**src/rtl/deadband_trip_stage.sv**
```systemverilog
module deadband_trip_stage #(
  parameter int DLY_W  = 10,
  parameter int N_TRIP = 6
) (
  input  logic              clk,
  input  logic              rst_n,
  input  logic              raw_a,
  input  logic              raw_b,
  input  logic [1:0]        db_mode,
  input  logic [DLY_W-1:0]  rise_dly,
  input  logic [DLY_W-1:0]  fall_dly,
  input  logic [N_TRIP-1:0] trip_n,
  input  logic [N_TRIP-1:0] ost_en,
  input  logic [N_TRIP-1:0] cbc_en,
  input  logic              ost_clr,
  input  logic              ctr_zero,
  input  logic [1:0]        ost_act_a,
  input  logic [1:0]        ost_act_b,
  input  logic [1:0]        cbc_act_a,
  input  logic [1:0]        cbc_act_b,
  output logic              pwm_a,
  output logic              pwm_b,
  output logic              oe_a,
  output logic              oe_b,
  output logic              trip_irq
);
  localparam logic [DLY_W-1:0] CNT_MAX = '1;

  logic [DLY_W-1:0]  hi_cnt, lo_cnt;
  logic [N_TRIP-1:0] sync1, sync2;
  logic              ost_q, cbc_q;

  always_ff @(posedge clk or negedge rst_n) begin
    if (!rst_n) begin
      hi_cnt <= '0;
      lo_cnt <= CNT_MAX;
    end else if (raw_a) begin
      hi_cnt <= (hi_cnt == CNT_MAX) ? hi_cnt : hi_cnt + 1'b1;
      lo_cnt <= '0;
    end else begin
      hi_cnt <= '0;
      lo_cnt <= (lo_cnt == CNT_MAX) ? lo_cnt : lo_cnt + 1'b1;
    end
  end

  wire rise_held = raw_a && (hi_cnt >= rise_dly);
  wire fall_held = raw_a || (lo_cnt < fall_dly);
  wire core_a    = db_mode[0] ? rise_held  : raw_a;
  wire core_b    = db_mode[1] ? !fall_held : raw_b;

  wire ost_hit = |(ost_en & ~sync2);
  wire cbc_hit = |(cbc_en & ~sync2);

  always_ff @(posedge clk or negedge rst_n) begin
    if (!rst_n) begin
      sync1    <= '1;
      sync2    <= '1;
      ost_q    <= 1'b0;
      cbc_q    <= 1'b0;
      trip_irq <= 1'b0;
    end else begin
      sync1    <= trip_n;
      sync2    <= sync1;
      ost_q    <= ost_hit | (ost_q & ~ost_clr);
      cbc_q    <= cbc_hit | (cbc_q & ~ctr_zero);
      trip_irq <= (ost_hit & ~ost_q) | (cbc_hit & ~cbc_q);
    end
  end

  function automatic logic [1:0] apply_act(input logic [1:0] act, input logic v);
    case (act)
      2'b00:   return 2'b00;
      2'b01:   return 2'b11;
      2'b10:   return 2'b10;
      default: return {1'b1, v};
    endcase
  endfunction

  wire [1:0] sel_a = ost_q ? ost_act_a : (cbc_q ? cbc_act_a : 2'b11);
  wire [1:0] sel_b = ost_q ? ost_act_b : (cbc_q ? cbc_act_b : 2'b11);

  assign {oe_a, pwm_a} = apply_act(sel_a, core_a);
  assign {oe_b, pwm_b} = apply_act(sel_b, core_b);
endmodule

```
**config.mk**
```make
export PLATFORM = sky130hd
export DESIGN_NAME = deadband_trip_stage
export DESIGN_NICKNAME = d
export VERILOG_FILES = /design/src/rtl/deadband_trip_stage.sv
export SDC_FILE = /design/constraint.sdc
export NUM_CORES = 1
export LEC_CHECK = 0
export CORE_UTILIZATION = 48
export CTS_CLUSTER_DIAMETER = 120
export DETAILED_ROUTE_END_ITERATION = 10
export PLACE_DENSITY = 0.81
export SLEW_MARGIN = 20
export SYNTH_ARGS = -nofsm -noshare
export SYNTH_HDL_FRONTEND = slang
export SYNTH_SLANG_ARGS = --single-unit
```
**constraint.sdc**
```tcl
create_clock -name clk -period 2.5 [get_ports clk]
set_input_delay 0.75 -clock clk [delete_from_list [all_inputs] [get_ports clk]]
set_output_delay 0.75 -clock clk [all_outputs]
set_load 0.05 [all_outputs]
```
[Word-level counts from Yosys, hierarchy flattened]
Index checks and enable logic that the tools add are counted.
Storage, ports and cells
  flip-flop bits (word level): 35
  input bits: 54
  output and inout bits: 5
  word-level logic and storage cells: 52
Cells by class
  add/sub/neg operators: 2
  magnitude comparators: 2
  equality and inequality tests: 8
  multiplexer cells: 12
  bitwise logic cells: 14
  reduce and logical (&&, ||, !) cells: 7
Operators with widths (count)
  $mux 10: 4
  $add 10x1->10 const B: 2
  $eq 10x10->1 const B: 2
  $and 6x6->6: 2
  $pmux 2 s3: 2
  $reduce_or 6->1: 2
  $ge 10x10->1: 1
  $lt 10x10->1: 1
  $mux 2: 4
  $not 6->6: 1
  $and 1x1->1: 4
  $eq 2x1->1 const B: 2
  $eq 2x2->1 const B: 2
  $logic_not 2->1: 2
  $ne 2x2->1 const B: 2
  $not 1->1: 4
  $or 1x1->1: 3
  $mux 1: 2
  $logic_and 1x1->1: 1
  $logic_not 1->1: 1
  $logic_or 1x1->1: 1

[Longest topological paths before layout]
Gate-level depths: netlist of run 1.
  depth in word-level cells: 5
  depth in mapped cells: 6
  depth with buffers taken out: 6

[Worst setup path after synthesis of run 1]
OpenSTA, ideal clock, no wires.
  path kind: input port to output port
  start: input port rise_dly[5]
  end: output port pwm_a
  data arrival time: 2.415 ns
  required time: 1.750 ns
  slack: -0.665 ns
  stages: 5
  buffers on the path: 0
  cells stage by stage: inv_1 ha_1 nand4_1 o21a_1 o21ai_0
Between the ends
  word-level cells in the longest chain between the ends: 4
Ends and longest elaborated chain
  start, declared: line 10  | input logic [DLY_W-1:0] rise_dly,
  $ge 10x10->1: line 46  | wire rise_held = raw_a && (hi_cnt >= rise_dly);
  $logic_and 1x1->1: line 46
  $mux 1: line 48  | wire core_a = db_mode[0] ? rise_held : raw_a;
  $pmux 2 s3: line 71  | case (act)
  end, declared: line 21  | output logic pwm_a,
Every way passes these cells.

[Final worst setup path of run 1]
  start: input port fall_dly[7]
  end: output port pwm_b
Between the ends
  word-level cells in the longest chain between the ends: 5
Ends and longest elaborated chain
  start, declared: line 11  | input logic [DLY_W-1:0] fall_dly,
  $lt 10x10->1: line 47  | wire fall_held = raw_a || (lo_cnt < fall_dly);
  $logic_or 1x1->1: line 47
  $logic_not 1->1: line 49  | wire core_b = db_mode[1] ? !fall_held : raw_b;
  $mux 1: line 49
  $pmux 2 s3: line 71
  end, declared: line 22  | output logic pwm_b,
Every way passes these cells.

==> reports/results.tsv, run 1 <==
metric	value	unit
initial core utilization	0.499	
Die Wd	69.1	um
post-synthesis mux area share	0.00928	
M2 GR Usage	0.457	
Yosys top cell area share	0.268	
final antenna-violating net count	0	
Final Hold Slack	0.351	ns
area delta synth->final	52.4	%
worst vdd rail ir drop	329	uV
static leakage	1.43	nW
grt total ovfl	0	
Final Hold Violating Endpoints	0	
largest cells by area after synthesis	dfstp_2 27%, dfrtp_1 15%, ha_1 12%	
first-pass GRT wire length	9360	um
Filler cells	291	
Mapped Area	0.00216	sq mm
Finish-stage setup viols	2	
post-synthesis compound-gate area fraction	0.172	
Critical Path Slowest Stage Cell	or4_4	
Final WS setup	-0.225	ns
IO Count	59	
initial DRC count	99	
YS warnings	0	
Clock Skew	0.00888	ns
Routability Congestion	0.869	
status	finished with violations	
Mapped Cells	233	
Cell Rows	24	
Net Count, Synth	308	
Synth Area in Simple Gates	0.181	
met3 Resource Use GR	0.0424	
Fmax	367	MHz
Chip Height	69.1	um
Skew-Pair Late Insertion Delay	0.29	ns
Primary FF master, synth	dfstp_2	
final period utilization	1.09	
post-DR vias/cell	5.52	
Hold Crit Class	reg2reg	
routed vias	2004	
cell family with most CP delay	simple AND/OR/NAND/NOR gates	
CTS buffer count	5	
Final Max Tran Viols	0	
clock tree buffer depth	2	
CORE AREA	0.00432	sq mm
power per cell area	411	mW/mm^2
# hold bufs at CTS	0	
met1 Usage GRT	0.279	
critical path class	in2out	
commonest non-fill, non-tap cells in the layout	28 x clkdlybuf4s50_1, 22 x inv_1, 22 x dfstp_2	
Die Area	0.00477	sq mm
hpwl dp	3890	um
Req. time, crit path	1.75	ns
Clock H-tree levels	2	
DRC	0	
Yosys top cell by area	dfstp_2	
CP Capture Type	output pin	
violated checks	setup timing	
post-synthesis async set-or-reset flop share	1.00	
FF+latch count, synth	35	
unrepaired setup endpoints after global routing	yes	
CP peak stage delay	0.49	ns
Post-synth EDFFs	0	
largest family of logic cells by synthesized area	simple AND/OR/NAND/NOR gates	
Slew @ Worst Pin	0.508	ns
sequential share of the synthesized area	0.419	
final wirelength	5430	um
CTS tree	yes	
Worst Path Buf+Inv	3	
syn avg cell area	9.26	sq um
CP arrival	1.98	ns
share of layout cells above drive strength 1	0.386	
CTS root buf	clkbuf_8	
IO Port Bufs	58	
Tmin final	2.73	ns
Util after Layout	0.761	
commonest non-fill, non-tap cell in the layout	clkdlybuf4s50_1	
Wirelength per Cell	15.0	um
Worst setup SP type	input port	
initial antenna violation count	0	
Synth Area in XOR/XNOR	0.0243	
Pre-Repair DR Iteration Count	6	
cells along the critical path	buf_8 > inv_8 > ha_4 > nand2_2 > or4_4 > o21ai_4 > buf_12	
max cap viols	0	
Adder-Cell Fraction of Synth Area	0.122	
number of distinct library cells after synthesis	40	
Antenna Diode Count	0	
Layout Nets	385	
busiest layer in global routing	met2	
Worst slew margin	0.660	
Worst Path Max Fanout	2	
Clock Sinks	35	
CTS clk-pin slew, worst paths	0.07	ns
largest net degree at the start of global routing	36	
Overall Global Routing Usage	0.245	
vias in the first global route	2104	
-- repair_timing --
action / 4_1_cts / 5_1_grt
setup endpoints to repair: 4 / 3
buffers inserted: 3 / 0
pin swaps: 33 / 18
resized for setup: 106 / 21
-- flip-flops by register name, summed over array words and instances (netlist names) --
| name | cells |
|---|---|
| cbc_q | 1 |
| hi_cnt | 10 |
| trip_irq | 1 |
| sync2 | 6 |
| lo_cnt | 10 |
| sync1 | 6 |
| ost_q | 1 |
-- cell families (layout without fill, tap and decap cells) --
kind of cell	after synthesis	in the layout
simple gates	70	70
compound gates	59	59
buf+inv	40	118
flops	35	35
fa+ha+maj	21	21
xor+xnor	6	6
mux	2	2
-- synth_stat cells (6+ instances only) --
library cell,n
nor3_1,11
a31oi_1,6
nand4_1,7
o22ai_1,9
nand3_1,6
dfstp_2,22
a21oi_1,12
o21ai_0,11
nor2_1,15
ha_1,21
inv_1,37
nand2b_1,6
and3_1,6
dfrtp_1,13
nand2_1,7
-- worst paths after layout --
path	startpoint	end	slack, ns	depth (start not counted)
max	fall_dly[7]	pwm_b	-0.23	7
min	sync1[4]$_DFF_PN1_	sync2[4]$_DFF_PN1_	0.35	0
max reg2reg	lo_cnt[1]$_DFFE_PN1P_	lo_cnt[0]$_DFFE_PN1P_	0.57	5
min reg2reg	sync1[4]$_DFF_PN1_	sync2[4]$_DFF_PN1_	0.35	0
max in group asynchronous	rst_n	sync2[0]$_DFF_PN1_	1.29	2
min in group asynchronous	rst_n	cbc_q$_DFF_PN0_	0.86	2
-- power breakdown --
part | switching [W] | internal (W) | leakage (nW)
clock network | 0.000204 | 0.000222 | 0.0482
logic | 0.000142 | 0.000167 | 0.982
registers | 0.0000192 | 0.000599 | 0.397
-- layout make-up --
| cell class | count | area [sq um] | area share |
|---|---|---|---|
| multi-input combinational | 158 | 1400 | 0.425 |
| inverter | 38 | 155 | 0.0472 |
| clock inverter | 1 | 5.00 | 0.00152 |
| tap | 52 | 65.1 | 0.0198 |
| timing repair buffer | 72 | 673 | 0.205 |
| sequential | 35 | 906 | 0.275 |
| clock buffer | 7 | 86.3 | 0.0262 |
-- per-stage QoR --
stage	cell area, sq um	cells	setup WS, ns	total power [W]	TNS (ns)
global placement	2950	352	-0.706	0.000886	-1.31
global route	3290	363	-0.250	0.00142	-0.415
finish	3290	363	-0.225	0.00135	-0.338
CTS	3240	363	-0.206	0.00135	-0.358
floorplan	2210	233	-0.137	0.000738	-0.182
detailed placement	2950	352	-0.736	0.000899	-1.41
-- metal layers --
layer  wire (um)  vias up
li1            -      979
met1        2110      975
met2        3020       39
met3         170       11
met4         125        0
met5           0        -
(Power assumes the default switching activity.)
==> run 2: changes to the inputs <==
GPL_TIMING_DRIVEN = 0   (was not set)
==> run 2 against run 1 <==
  * The flow still finishes with violations (setup timing)
  * Register-to-register slack better by 0.06 ns
  * Non-clock buffer count down 6
  * Worst setup slack better by 0.0057 ns
  * First-iteration DRC count down 30%
  * Clock skew about the same
  * Combinational power down 8.4%
  * Cell area down 3.5%
  * Critical path depth unchanged
  * Via count down 3.7%
  * Sequential cell count unchanged
  * Utilization down 2.7 points
  * Sequential share of layout area up 0.96 points
  * Largest cell class unchanged
==> reports/results.tsv, run 2 (same netlist as run 1, synthesis figures left out) <==
metric	value	unit
final period utilization	1.09	
Die Wd	69.1	um
Overall Global Routing Usage	0.224	
CTS clk-pin slew, worst paths	0.08	ns
vias in the first global route	1936	
Req. time, crit path	1.75	ns
fin area	0.00317	sq mm
CP arrival	1.97	ns
CTS root buf	clkbuf_8	
unrepaired setup endpoints after global routing	yes	
Pre-Repair DR Iteration Count	5	
footprint of the multi-input gates	0.00137	sq mm
Critical Path Slowest Stage Cell	or4_4	
critical path class	in2out	
cells along the critical path	buf_8 > inv_8 > ha_4 > nand2_2 > or4_4 > o21ai_4 > buf_6	
# hold bufs at CTS	0	
final wirelength	5110	um
hpwl dp	3720	um
CP Capture Type	output pin	
Largest regs	hi_cnt x10, lo_cnt x10	
Non-Filler Instances	357	
share of layout cells above drive strength 1	0.370	
CORE AREA	0.00432	sq mm
violated checks	setup timing	
Routability Congestion	0.835	
Fmax	368	MHz
max cap viols	0	
CTS tree	yes	
grt total ovfl	0	
wire length on met2	2750	um
Tmin final	2.72	ns
DRC	0	
initial DRC count	69	
IO Count	59	
DR top layer	met4	
Clock Sinks	35	
largest net degree at the start of global routing	20	
CTS buffer count	5	
routed length on met1	2160	um
static leakage	1.37	nW
Clock H-tree levels	2	
post-DR vias/cell	5.41	
Worst setup SP type	input port	
Die Area	0.00477	sq mm
IO Port Bufs	58	
CP peak stage delay	0.49	ns
Finish-stage setup viols	2	
Final Max Tran Viols	0	
storage element area	905	sq um
Filler cells	312	
commonest non-fill, non-tap cell in the layout	clkdlybuf4s50_1	
clock tree buffer depth	2	
Antenna Diode Count	0	
Final Hold Violating Endpoints	0	
Skew-Pair Late Insertion Delay	0.29	ns
commonest non-fill, non-tap cells in the layout	27 x clkdlybuf4s50_1, 22 x inv_1, 22 x dfstp_2	
placed inst area	0.00288	sq mm
Hold Crit Class	reg2reg	
initial core utilization	0.499	
Layout Nets	379	
power per cell area	427	mW/mm^2
routed vias	1930	
final antenna-violating net count	0	
worst vdd rail ir drop	316	uV
Wirelength per Cell	14.3	um
Placed Cells	344	
Util after Layout	0.734	
Final WS setup	-0.220	ns
initial antenna violation count	0	
Clock Skew	0.00876	ns
Slew @ Worst Pin	0.504	ns
Worst slew margin	0.663	
Chip Height	69.1	um
met3 WL	127	um
status	finished with violations	
first-pass GRT wire length	8540	um
area delta synth->final	47.1	%
Cell Rows	24	
Worst Path Max Fanout	2	
[run 2: cell count changes in the layout (fill, tap and decap cells not counted), moves of 2 or more]
| cell | previous run | this run |
|---|---|---|
| buf_4 | 14 | 5 |
| buf_2 | 6 | 13 |
| buf_12 | 3 | 0 |
| clkdlybuf4s15_1 | 3 | 0 |
| dlygate4sd2_1 | 6 | 8 |
| nor2b_4 | 2 | 0 |
[run 2: metal layers]
metal  vias to the layer above  global-route usage
met1                       912               0.271
met3                         9              0.0439
li1                        976                   -
met4                         0              0.0839
met2                        33               0.393
met5                         -                   0
[run 2: worst paths after layout]
check / depth (start not counted) / end / startpoint / slack (ns)
max: 7 / pwm_b / fall_dly[7] / -0.22
min: 0 / sync2[5]$_DFF_PN1_ / sync1[5]$_DFF_PN1_ / 0.35
max reg2reg: 5 / lo_cnt[0]$_DFFE_PN1P_ / lo_cnt[1]$_DFFE_PN1P_ / 0.63
min reg2reg: 0 / sync2[5]$_DFF_PN1_ / sync1[5]$_DFF_PN1_ / 0.35
max in group asynchronous: 2 / sync1[1]$_DFF_PN1_ / rst_n / 1.57
min in group asynchronous: 1 / ost_q$_DFF_PN0_ / rst_n / 0.39
[run 2: what timing repair did]
action	4_1_cts	5_1_grt
gates resized for setup	128	17
pin swaps	35	9
setup buffers	3	2
gates cloned	0	0
setup endpoints to repair	4	4
[run 2: power breakdown]
group / switching, W / internal, W / total [W] / leakage (nW)
logic: 0.000135 / 0.000147 / 0.000283 / 0.918
clock network: 0.000204 / 0.000252 / 0.000455 / 0.0515
registers: 0.0000176 / 0.000599 / 0.000616 / 0.397
total: 0.000357 / 0.000998 / 0.00135 / 1.37
[run 2: cell type report]
type | instances | area share
Buffer | 2 | 0.00473
Clock buffer | 8 | 0.0315
Inverter | 38 | 0.0493
Multi-Input combinational cell | 158 | 0.430
Sequential cell | 35 | 0.285
Tap cell | 52 | 0.0205
Timing Repair Buffer | 64 | 0.179
[run 2: through the flow]
stage	TNS [ns]	total power (W)	setup slack [ns]	hold WS, ns
3_5_place_dp	-3.72	0.000880	-1.35	0.349
2_1_floorplan	-0.182	0.000738	-0.137	0.345
4_1_cts	-0.330	0.00135	-0.194	0.350
6_report	-0.321	0.00135	-0.220	0.350
3_3_place_gp	-4.04	0.000867	-1.33	0.346
5_1_grt	-0.375	0.00142	-0.247	0.354
[run 2: critical path: cells and delay by family]
| family | cells | cell delay [ns] |
|---|---|---|
| compound gates | 1 | 0.15 |
| fa+ha+maj | 1 | 0.26 |
| buf+inv | 3 | 0.28 |
| simple gates | 2 | 0.53 |
==> run 3: changes to the inputs <==
CORE_ASPECT_RATIO = 1.25   (was not set)
==> run 3 against run 2 <==
  * The flow still finishes with violations (setup timing)
  * Worst setup slack improved by 0.00081 ns
  * Power rose by 4.6%
  * Die area barely moved
  * Critical path depth did not move
  * Non-clock buffer count fell by 2
  * Utilization rose by 2.9 points
  * Sequential power barely moved
  * Cell area rose by 0.87%
  * Routed wire length rose by 3.4%
  * Maximum frequency barely moved
  * First-iteration DRC count fell by 10%
  * Hold slack got worse by 0.097 ns
  * Largest cell class unchanged
  * Largest power group unchanged
  * Highest routed layer unchanged
==> reports/results.tsv, run 3 (same netlist as run 1, synthesis figures left out) <==
metric	value	unit
commonest non-fill, non-tap cells in the layout	29 x clkdlybuf4s50_1, 22 x dfstp_2, 21 x inv_1	
Largest regs	hi_cnt x10, lo_cnt x10	
Overall Global Routing Usage	0.246	
initial core utilization	0.514	
Worst slew margin	0.665	
Hold Crit Class	in2async	
Antenna Diode Count	0	
Final Hold Violating Endpoints	0	
Clock H-tree levels	2	
commonest non-fill, non-tap cell in the layout	clkdlybuf4s50_1	
Util after Layout	0.763	
post-route setup TNS	-0.359	ns
violated checks	setup timing	
CTS clk-pin slew, worst paths	0.07	ns
power per cell area	442	mW/mm^2
Clock Skew	0.0101	ns
IO Count	59	
first-pass GRT wire length	8800	um
Final WS setup	-0.219	ns
DRC	0	
Comb power frac	0.199	
Seq pwr share	0.434	
grt total ovfl	0	
critical path class	in2out	
CTS root buf	clkbuf_8	
initial DRC count	62	
share of layout cells above drive strength 1	0.350	
static leakage	1.36	nW
Int Pwr	0.00104	W
Final Max Tran Viols	0	
Tmin final	2.72	ns
Die Area	0.00477	sq mm
CP Capture Type	output pin	
largest net degree at the start of global routing	34	
Finish-stage setup viols	2	
Worst setup SP type	input port	
Fmax	368	MHz
routed vias	2020	
max cap viols	0	
Chip Height	77.0	um
unrepaired setup endpoints after global routing	yes	
final wirelength	5280	um
IO Port Bufs	58	
Wirelength per Cell	14.7	um
Req. time, crit path	1.75	ns
CTS buffer count	5	
Die Wd	62.0	um
CP arrival	1.97	ns
Cell Rows	26	
sw frac	0.264	
clock tree buffer depth	2	
Layout Nets	377	
post-place setup slack	-1.34	ns
hpwl dp	3740	um
status	finished with violations	
Pre-Repair DR Iteration Count	4	
Worst Path Max Fanout	2	
area delta synth->final	48.3	%
final period utilization	1.09	
worst vdd rail ir drop	431	uV
initial antenna violation count	0	
CORE AREA	0.00420	sq mm
post-DR vias/cell	5.63	
final antenna-violating net count	0	
Routability Congestion	0.876	
switching power	0.000374	W
CTS tree	yes	
clock network power share	0.367	
Clock Sinks	35	
vias in the first global route	2065	
Skew-Pair Late Insertion Delay	0.29	ns
Slew @ Worst Pin	0.500	ns
[run 3: per-layer routing]
| metal | GRT usage | up-vias | wire length [um] |
|---|---|---|---|
| li1 | - | 969 | - |
| met1 | 0.268 | 996 | 2060 |
| met2 | 0.440 | 47 | 2970 |
| met3 | 0.0540 | 8 | 162 |
| met4 | 0.0889 | 0 | 82 |
| met5 | 0 | - | 0 |
[run 3: repair_timing]
item | CTS | global route
setup endpoints to repair | 4 | 3
endpoints found under the hold margin | 0 | 0
hold buffers | 0 | 0
resized for setup | 120 | 18
pin swaps | 35 | 11
setup buffers | 3 | 0
[run 3: worst max-delay path, stage by stage]
cell     delay, ns
buf_8         0.08
inv_8         0.03
ha_4          0.25
nand2_2       0.04
or4_4         0.48
o21ai_4       0.17
buf_8         0.16
[run 3: cell type report]
type | count | area [sq um]
Buffer | 2 | 15.0
Clock inverter | 3 | 43.8
Fill cell | 270 | 995
Clock buffer | 5 | 68.8
Inverter | 38 | 155
Multi-Input combinational cell | 158 | 1360
Sequential cell | 35 | 905
Timing Repair Buffer | 62 | 583
Tap cell | 56 | 70.1
[run 3: per-stage QoR]
step / hold WS, ns / power [W] / instance area (sq um) / std cells
after floorplan: 0.345 / 0.000738 / 2210 / 233
after global placement: 0.345 / 0.000867 / 2860 / 347
after detailed placement: 0.347 / 0.000879 / 2880 / 348
after CTS: 0.250 / 0.00141 / 3170 / 359
after global routing: 0.250 / 0.00148 / 3200 / 359
final: 0.253 / 0.00142 / 3200 / 359
[run 3: path summary, 6_finish.rpt]
kind | endpoint | startpoint | depth (start not counted) | slack, ns
worst max-delay path | pwm_b | fall_dly[7] | 7 | -0.22
worst min-delay path | trip_irq$_DFF_PN0_ | rst_n | 1 | 0.25
worst max register to register | lo_cnt[0]$_DFFE_PN1P_ | lo_cnt[1]$_DFFE_PN1P_ | 5 | 0.55
worst min register to register | sync2[2]$_DFF_PN1_ | sync1[2]$_DFF_PN1_ | 0 | 0.36
max in group asynchronous | lo_cnt[0]$_DFFE_PN1P_ | rst_n | 2 | 1.80
min in group clk | sync2[2]$_DFF_PN1_ | sync1[2]$_DFF_PN1_ | 0 | 0.36
[run 3: power by group through the flow]
stage	sequential (W)	clock, W	combinational, W
after floorplan	0.000625	0	0.000114
after global routing	0.000618	0.000552	0.000308
after detailed placement	0.000623	0	0.000256
after global placement	0.000622	0	0.000244
final	0.000615	0.000520	0.000281
after CTS	0.000615	0.000525	0.000273
